`src/rtl/stq_pkg.sv`:
```
package stq_pkg;
   typedef enum logic [1:0] {SZ_1B = 2'd0, SZ_2B = 2'd1, SZ_4B = 2'd2, SZ_8B = 2'd3} size_code_e;

   function automatic int unsigned size_bytes(input logic [1:0] code);
      return 32'd1 << code;
   endfunction
endpackage

```
`src/rtl/stq_probe.sv`:
```
module stq_probe
   import stq_pkg::*;
#(
   parameter int DEPTH  = 8,
   parameter int ADDR_W = 16,
   parameter int DATA_W = 64,
   parameter int IDX_W  = 3
) (
   input  logic [IDX_W-1:0]        head,
   input  logic [IDX_W-1:0]        win,
   input  logic [ADDR_W-1:0]       ld_addr,
   input  logic [1:0]              ld_size,
   input  logic [DEPTH*ADDR_W-1:0] e_addr,
   input  logic [DEPTH*2-1:0]      e_size,
   input  logic [DEPTH-1:0]        e_wr,
   input  logic [DEPTH-1:0]        e_done,
   input  logic [DEPTH*DATA_W-1:0] e_data,
   output logic                    hit_full,
   output logic                    hit_part,
   output logic [IDX_W-1:0]        hit_idx,
   output logic [DATA_W-1:0]       fwd_data
);
   localparam int OFF_W = $clog2(DATA_W / 8);

   logic [IDX_W-1:0]  span, idx;
   logic [ADDR_W:0]   lo, hi, sa, se;
   logic              cov, ovl;
   logic [1:0]        st_sz;
   logic [OFF_W-1:0]  off;
   logic [DATA_W-1:0] shifted, ld_msk;

   // search window walk; later (younger) matches override older ones
   always_comb begin
      hit_full = 1'b0;
      hit_part = 1'b0;
      hit_idx  = '0;
      span     = win - head;
      lo       = {1'b0, ld_addr};
      hi       = lo + ((ADDR_W+1)'(1) << ld_size);
      idx      = '0;
      sa       = '0;
      se       = '0;
      cov      = 1'b0;
      ovl      = 1'b0;
      for (int k = 0; k < DEPTH; k++) begin
         idx = head + IDX_W'(k);
         sa  = {1'b0, e_addr[idx*ADDR_W +: ADDR_W]};
         se  = sa + ((ADDR_W+1)'(1) << e_size[idx*2 +: 2]);
         cov = (lo >= sa) && (hi <= se);
         ovl = (lo < se) && (hi > sa);
         if ((IDX_W'(k) < span) && e_wr[idx] && (cov || (ovl && !e_done[idx]))) begin
            hit_full = cov;
            hit_part = !cov;
            hit_idx  = idx;
         end
      end
   end

   always_comb begin
      st_sz    = e_size[hit_idx*2 +: 2];
      off      = ld_addr[OFF_W-1:0] &
                 OFF_W'(((OFF_W+1)'(1) << st_sz) - (OFF_W+1)'(1));
      shifted  = e_data[hit_idx*DATA_W +: DATA_W] >> {off, 3'b000};
      ld_msk   = {DATA_W{1'b1}} >> (DATA_W - 8 * int'(size_bytes(ld_size)));
      fwd_data = shifted & ld_msk;
   end
endmodule

```
`src/rtl/stq_fwd.sv`:
```
module stq_fwd
   import stq_pkg::*;
#(
   parameter int DEPTH     = 8,
   parameter int LANES     = 2,
   parameter int ADDR_W    = 16,
   parameter int DATA_W    = 64,
   parameter int SEQ_W     = 16,
   parameter int LQ_W      = 4,
   parameter int MEM_PORTS = 1,
   localparam int IDX_W    = $clog2(DEPTH)
) (
   input  logic                    clk,
   input  logic                    rst_n,
   input  logic                    alloc_valid,
   input  logic [SEQ_W-1:0]        alloc_seq,
   output logic [IDX_W-1:0]        alloc_idx,
   output logic                    sq_full,
   input  logic                    wr_valid,
   input  logic [IDX_W-1:0]        wr_idx,
   input  logic [ADDR_W-1:0]       wr_addr,
   input  logic [1:0]              wr_size,
   input  logic [DATA_W-1:0]       wr_data,
   input  logic                    done_valid,
   input  logic [IDX_W-1:0]        done_idx,
   input  logic                    retire_valid,
   input  logic [LANES-1:0]        ld_valid,
   input  logic [LANES*ADDR_W-1:0] ld_addr,
   input  logic [LANES*2-1:0]      ld_size,
   input  logic [LANES*IDX_W-1:0]  ld_sq_tail,
   input  logic [LANES*SEQ_W-1:0]  ld_seq,
   input  logic [LANES*LQ_W-1:0]   ld_lq_idx,
   input  logic [LANES-1:0]        ld_uncache,
   input  logic [LANES-1:0]        ld_at_head,
   input  logic [LANES-1:0]        ld_commit_ok,
   output logic [LANES-1:0]        fwd_valid,
   output logic [LANES*DATA_W-1:0] fwd_data,
   output logic [LANES*LQ_W-1:0]   fwd_lq_idx,
   output logic [LANES-1:0]        replay,
   output logic [LANES-1:0]        fault,
   output logic [LANES-1:0]        mem_rd_valid,
   output logic [LANES*ADDR_W-1:0] mem_rd_addr,
   output logic [LANES*2-1:0]      mem_rd_size,
   input  logic [LANES-1:0]        mem_rd_ready,
   output logic                    stalled,
   output logic [SEQ_W-1:0]        stall_st_seq,
   output logic [LQ_W-1:0]         stall_lq_idx,
   output logic                    blocked,
   output logic [SEQ_W-1:0]        blocked_seq,
   input  logic                    blocked_clear
);
   if ((1 << IDX_W) != DEPTH || DEPTH < 4) begin : g_bad_depth
      $error("DEPTH must be a power of two of at least 4");
   end
   if (DATA_W != 64) begin : g_bad_data
      $error("DATA_W must be 64 to hold the widest size code");
   end
   if (MEM_PORTS < 1 || MEM_PORTS > LANES) begin : g_bad_ports
      $error("MEM_PORTS must lie between 1 and LANES");
   end

   logic [DEPTH*ADDR_W-1:0] e_addr_q;
   logic [DEPTH*2-1:0]      e_size_q;
   logic [DEPTH*DATA_W-1:0] e_data_q;
   logic [DEPTH*SEQ_W-1:0]  e_seq_q;
   logic [DEPTH-1:0]        e_wr_q, e_done_q;
   logic [IDX_W-1:0]        head_q, tail_q;
   logic [IDX_W:0]          cnt_q;
   logic                    alloc_ok, retire_ok;

   logic [LANES-1:0] rej, hfull, hpart, issue, starve;
   logic [IDX_W-1:0] hidx [LANES];
   logic [DATA_W-1:0] hdata [LANES];

   assign sq_full   = cnt_q >= (IDX_W+1)'(DEPTH - 1);
   assign alloc_idx = tail_q;
   assign alloc_ok  = alloc_valid && !sq_full;
   assign retire_ok = retire_valid && (cnt_q != '0);

   always_ff @(posedge clk) begin
      if (!rst_n) begin
         head_q   <= '0;
         tail_q   <= '0;
         cnt_q    <= '0;
         e_wr_q   <= '0;
         e_done_q <= '0;
      end else begin
         if (alloc_ok) begin
            tail_q                          <= tail_q + 1'b1;
            e_seq_q[tail_q*SEQ_W +: SEQ_W]  <= alloc_seq;
            e_wr_q[tail_q]                  <= 1'b0;
            e_done_q[tail_q]                <= 1'b0;
         end
         if (wr_valid) begin
            e_addr_q[wr_idx*ADDR_W +: ADDR_W] <= wr_addr;
            e_size_q[wr_idx*2 +: 2]           <= wr_size;
            e_data_q[wr_idx*DATA_W +: DATA_W] <= wr_data;
            e_wr_q[wr_idx]                    <= 1'b1;
         end
         if (done_valid) e_done_q[done_idx] <= 1'b1;
         if (retire_ok) head_q <= head_q + 1'b1;
         cnt_q <= cnt_q + (IDX_W+1)'(alloc_ok) - (IDX_W+1)'(retire_ok);
      end
   end

   // one search engine per lookup lane
   for (genvar l = 0; l < LANES; l++) begin : g_lane
      stq_probe #(.DEPTH(DEPTH), .ADDR_W(ADDR_W), .DATA_W(DATA_W), .IDX_W(IDX_W)) u_probe (
         .head    (head_q),
         .win     (ld_sq_tail[l*IDX_W +: IDX_W]),
         .ld_addr (ld_addr[l*ADDR_W +: ADDR_W]),
         .ld_size (ld_size[l*2 +: 2]),
         .e_addr  (e_addr_q),
         .e_size  (e_size_q),
         .e_wr    (e_wr_q),
         .e_done  (e_done_q),
         .e_data  (e_data_q),
         .hit_full(hfull[l]),
         .hit_part(hpart[l]),
         .hit_idx (hidx[l]),
         .fwd_data(hdata[l])
      );
      assign rej[l] = ld_valid[l] && ld_uncache[l] && !(ld_at_head[l] && ld_commit_ok[l]);

      always_ff @(posedge clk) begin
         if (!rst_n) fwd_valid[l] <= 1'b0;
         else        fwd_valid[l] <= ld_valid[l] && !rej[l] && hfull[l];
         fwd_data[l*DATA_W +: DATA_W] <= hdata[l];
         fwd_lq_idx[l*LQ_W +: LQ_W]   <= ld_lq_idx[l*LQ_W +: LQ_W];
      end

      assign replay[l]                    = rej[l] || (ld_valid[l] && hpart[l]) || starve[l];
      assign fault[l]                     = rej[l];
      assign mem_rd_valid[l]              = issue[l];
      assign mem_rd_addr[l*ADDR_W +: ADDR_W] = ld_addr[l*ADDR_W +: ADDR_W];
      assign mem_rd_size[l*2 +: 2]        = ld_size[l*2 +: 2];
   end

   // per-cycle memory port budget, lowest lane first
   always_comb begin
      int used;
      used   = 0;
      issue  = '0;
      starve = '0;
      for (int l = 0; l < LANES; l++) begin
         if (ld_valid[l] && !rej[l] && !hfull[l] && !hpart[l]) begin
            if (used < MEM_PORTS) begin
               issue[l] = 1'b1;
               used     = used + 1;
            end else begin
               starve[l] = 1'b1;
            end
         end
      end
   end

   // oldest candidates this cycle for the stall and blocked records
   logic             sc_v, bc_v;
   logic [SEQ_W-1:0] sc_ld, sc_st, bc_seq;
   logic [LQ_W-1:0]  sc_lq;
   logic [SEQ_W-1:0] stall_ld_seq_q;

   always_comb begin
      sc_v = 1'b0; sc_ld = '0; sc_st = '0; sc_lq = '0;
      bc_v = 1'b0; bc_seq = '0;
      for (int l = 0; l < LANES; l++) begin
         if (ld_valid[l] && !rej[l] && hpart[l] &&
             (!sc_v || ld_seq[l*SEQ_W +: SEQ_W] < sc_ld)) begin
            sc_v  = 1'b1;
            sc_ld = ld_seq[l*SEQ_W +: SEQ_W];
            sc_st = e_seq_q[hidx[l]*SEQ_W +: SEQ_W];
            sc_lq = ld_lq_idx[l*LQ_W +: LQ_W];
         end
         if (issue[l] && !mem_rd_ready[l] &&
             (!bc_v || ld_seq[l*SEQ_W +: SEQ_W] < bc_seq)) begin
            bc_v   = 1'b1;
            bc_seq = ld_seq[l*SEQ_W +: SEQ_W];
         end
      end
   end

   always_ff @(posedge clk) begin
      if (!rst_n) begin
         stalled        <= 1'b0;
         stall_st_seq   <= '0;
         stall_lq_idx   <= '0;
         stall_ld_seq_q <= '0;
         blocked        <= 1'b0;
         blocked_seq    <= '0;
      end else begin
         if (done_valid && stalled && e_seq_q[done_idx*SEQ_W +: SEQ_W] == stall_st_seq)
            stalled <= 1'b0;
         if (sc_v && (!stalled || sc_ld < stall_ld_seq_q)) begin
            stalled        <= 1'b1;
            stall_st_seq   <= sc_st;
            stall_lq_idx   <= sc_lq;
            stall_ld_seq_q <= sc_ld;
         end
         if (blocked_clear) blocked <= 1'b0;
         if (bc_v && (!blocked || blocked_clear || bc_seq < blocked_seq)) begin
            blocked     <= 1'b1;
            blocked_seq <= bc_seq;
         end
      end
   end
endmodule

```
`config.mk`:
```
export PLATFORM = sky130hd
export DESIGN_NAME = stq_fwd
export DESIGN_NICKNAME = d
export VERILOG_FILES = /design/src/rtl/stq_pkg.sv /design/src/rtl/stq_probe.sv /design/src/rtl/stq_fwd.sv
export SDC_FILE = /design/constraint.sdc
export NUM_CORES = 2
export LEC_CHECK = 0
export BUFFER_PORTS_ARGS = -buffer_cell sky130_fd_sc_hd__buf_2
export CAP_MARGIN = 20
export CORE_ASPECT_RATIO = 1.4
export CORE_MARGIN = 1
export CORE_UTILIZATION = 35
export DETAILED_ROUTE_END_ITERATION = 10
export GPL_TIMING_DRIVEN = 1
export PLACE_DENSITY = 0.64
export SLEW_MARGIN = 20
export SYNTH_ARGS = -nofsm -noshare
export SYNTH_HDL_FRONTEND = slang
export SYNTH_SLANG_ARGS = --single-unit
```
`constraint.sdc`:
```
create_clock -name clk -period 12.55 [get_ports clk]
set_clock_uncertainty 0.1 [all_clocks]
set_input_delay 1.8825 -clock clk [delete_from_list [all_inputs] [get_ports clk]]
set_output_delay 1.8825 -clock clk [all_outputs]
set_load 0.03 [all_outputs]
```
==> run metrics <==
antenna-violating nets left=0; CP startpoint=ld_size[3]; Max-slew headroom=around 18%; max-slew violations=0; final worst hold slack=about 0.38 ns; Yosys warnings=0; GRT Overall Usage=between 30% and 40%; Post-Syn Instances=about 8500; most frequent cells in the layout=988 x ha_1, 923 x nand2_1, 784 x edfxtp_1; most common cell after layout, fill and taps aside=ha_1; global-route wire length before repair=594000 um; Primary FF master, synth=edfxtp_1; wire per inst=between 30 and 40 um; worst hold path type=register to register; reg-to-reg slack, setup=0.75 ns; peak supply drop=between 100 and 150 uV; number of global-route vias before repair=76100; TritonCTS clock tree=yes; Die Ht=584 um; Lkg Pwr=a little over 40 nW; GP Congestion=between 1 and 1.5; die area=between 200000 and 250000 um^2; min Tclk post-route=around 12 ns; post-cts sizing count=0; Clock Path Buffers=3; RSZ-0062 raised after global routing=false; routed via count=approximately 78000; period utilisation layout=98.3%; DP Worst Slack=about 0.7 ns; Hold Vio Cnt, Final=0; pin count of the biggest net entering global routing=slightly above 80; CP endpoint=mem_rd_valid[1]; power consumption=between 15 and 20 mW; Post-route DRC=0; Async S/R FF share, synth=0%; Crit Path Max Fanout=8; postcts setup bufs=0; Synth cell types=about 110; number of synthesized flops with an enable pin=approximately 780; Fmax=0.0811 GHz; worst reg-to-reg path cell count=40; drt pass-1 iters=8; number of DRC markers in iteration 0=a little over 8000; dpl hpwl=roughly 330000 um; Core ar.=about 240000 um^2; CP endpoint kind=output port; GRT overflow=0; initial core utilization=a little over a third; status=completed; vias per cell=~6.2; fin worst setup slack=roughly 0.22 ns; Detailed Route WL=~430000 um; critical path type=input pin to output port; Layout area overhead=16.1%; setup_tns=0 ns; RR Startpoint=head_q[1]$_SDFFE_PN0P_; antenna violations before repair=just under 80; num ports=approximately 430; Critical Path AT=10.35 ns; Post-Syn Area=between 80000 and 90000 um^2; crit path launch type=input pin; Final nets=between 10000 and 15000; max-cap viol count=0; CTS Hold Bufs=0; Mean Syn Cell Area=between 9 and 10 um^2; Final Setup Violations=0; sequential element share of the synthesized area=approximately 33%; PwrDens=about 190 nW/um^2; Mapped Nets=~10000; Root Buffer=clkbuf_16; Clock Latency Late Sink=between 0.7 and 0.8 ns; WP data required=~11 ns; CTS Sinks=1002; # rows=213; worst slew pin tran=approximately 1.2 ns; final core area utilization=40.9%; layout cells sized above 1=19.4%; H-tree Lvls=3; #FFs+latches synth=1002; Clock Pin Slew Worst Setup and Hold Paths=0.07 ns; die width=between 400 and 500 um; reg2reg end=blocked_seq[13]$_SDFFE_PN0P_; # port buffers=approximately 420; total clock buffers created by CTS=92
## synthesized netlist by cell type, types with 52 or more instances
library cell | n | area, um^2
ha_1 | 989 | 12400
nand2_1 | 927 | 3480
edfxtp_1 | 784 | 23500
nor2_1 | 668 | 2510
mux2i_1 | 664 | 6650
and2_1 | 519 | 3250
a21oi_1 | 294 | 1470
o21ai_0 | 264 | 1320
clkbuf_1 | 252 | 946
nand3_1 | 248 | 1240
mux4_2 | 223 | 5020
dfxtp_1 | 218 | 4360
inv_1 | 197 | 739
mux2_2 | 163 | 1840
a21o_1 | 159 | 1190
nand4_1 | 146 | 913
nor3_1 | 133 | 666
buf_2 | 115 | 576
nor2b_1 | 104 | 651
xnor2_1 | 93 | 815
a211oi_1 | 76 | 571
o221ai_1 | 71 | 622
buf_4 | 70 | 526
and3_1 | 68 | 425
a221oi_1 | 64 | 561
o21a_1 | 64 | 480
nand2b_1 | 54 | 338
xor2_1 | 53 | 464
a22o_1 | 52 | 455
## through the flow
step | instances | instance area [um^2]
after floorplan | 8544 | 84700
after global placement | 12400 | 94700
after detailed placement | 12400 | 94800
after CTS | 12600 | 98000
after global routing | 12600 | 98200
final | 12600 | 98300
## flip-flops by register name, indices dropped and copies added, names as in the netlist
name	count
e_data_q	512
e_addr_q	128
e_seq_q	128
fwd_data	128
blocked_seq	16
e_size_q	16
stall_ld_seq_q	16
stall_st_seq	16
e_done_q	8
e_wr_q	8
fwd_lq_idx	8
cnt_q	4
stall_lq_idx	4
alloc_idx	3
head_q	3
fwd_valid	2
blocked	1
stalled	1
## critical path, stage by stage
cell and delay (ns):
buf_2 0.26, inv_1 0.17, nor2_1 0.71, ha_1 0.42, a21oi_1 0.22, nor2b_1 0.07
o21ai_0 0.62, nor2_1 0.10, buf_4 0.23, xnor2_2 0.73, ha_1 0.22, nand4_1 0.87
nor4_1 0.60, buf_4 0.24, nor2b_1 0.15, o22ai_1 0.09, a31o_2 0.30, o22ai_1 0.71
nand2_1 0.10, buf_4 0.21, o31ai_1 0.45, a31o_2 0.34, nor2b_1 0.20, and3_1 0.18
buf_2 0.20
## kinds of logic (layout without fill, tap and decap cells)
group	after synthesis	in the layout	synth area share [%]
xor gates and xnor gates	148	148	1.56
and+or+nand+nor	3047	3047	17.4
adders and majority gates	1001	1001	14.9
AOI/OAI and AO/OA	1600	1600	13.4
DFF	1002	1002	33.0
other	0	49	0
buffers and inverters	690	1511	3.68
muxes	1056	1056	16.1
## area by class of cell
type                       instances  area, um^2
antenna                           49         123
timing repair buffer            1138        8010
inverter                         203         762
multi-input combinational       6852       54200
clock inverter                    43         538
tap                             3225        4040
sequential                      1002       27900
fill                           23400      142000
clock buffer                     127        2720
## per-layer routing
metal  part of all wire [%]  GRT usage (%)  up-vias
met5                  0.072              0        -
met4                     11           32.3       50
met3                    7.5           6.72     1378
met2                     47           56.7     4362
met1                     35           37.7    38600
li1                       -              -    33800
## report_power, final
group | internal [mW] | switching [mW] | leakage [nW]
combinational | 4.02 | 7.41 | 32.0
clock | 1.70 | 1.35 | 1.60
sequential | 3.73 | 0.0966 | 7.43
## how the worst min path moves through the flow
stage                                         from                        endpoint  slack, ns  cells past startpoint
floorplan           stall_ld_seq_q[0]$_SDFFE_PN0P_  stall_ld_seq_q[0]$_SDFFE_PN0P_       0.37                      2
global placement       blocked_seq[2]$_SDFFE_PN0P_     blocked_seq[2]$_SDFFE_PN0P_       0.36                      2
detailed placement    blocked_seq[11]$_SDFFE_PN0P_    blocked_seq[11]$_SDFFE_PN0P_       0.37                      2
CTS                    blocked_seq[1]$_SDFFE_PN0P_     blocked_seq[1]$_SDFFE_PN0P_       0.38                      2
global route           blocked_seq[4]$_SDFFE_PN0P_     blocked_seq[4]$_SDFFE_PN0P_       0.40                      2
finish                 blocked_seq[2]$_SDFFE_PN0P_     blocked_seq[2]$_SDFFE_PN0P_       0.38                      2
No activity file was read; power rests on OpenSTA's default activity.
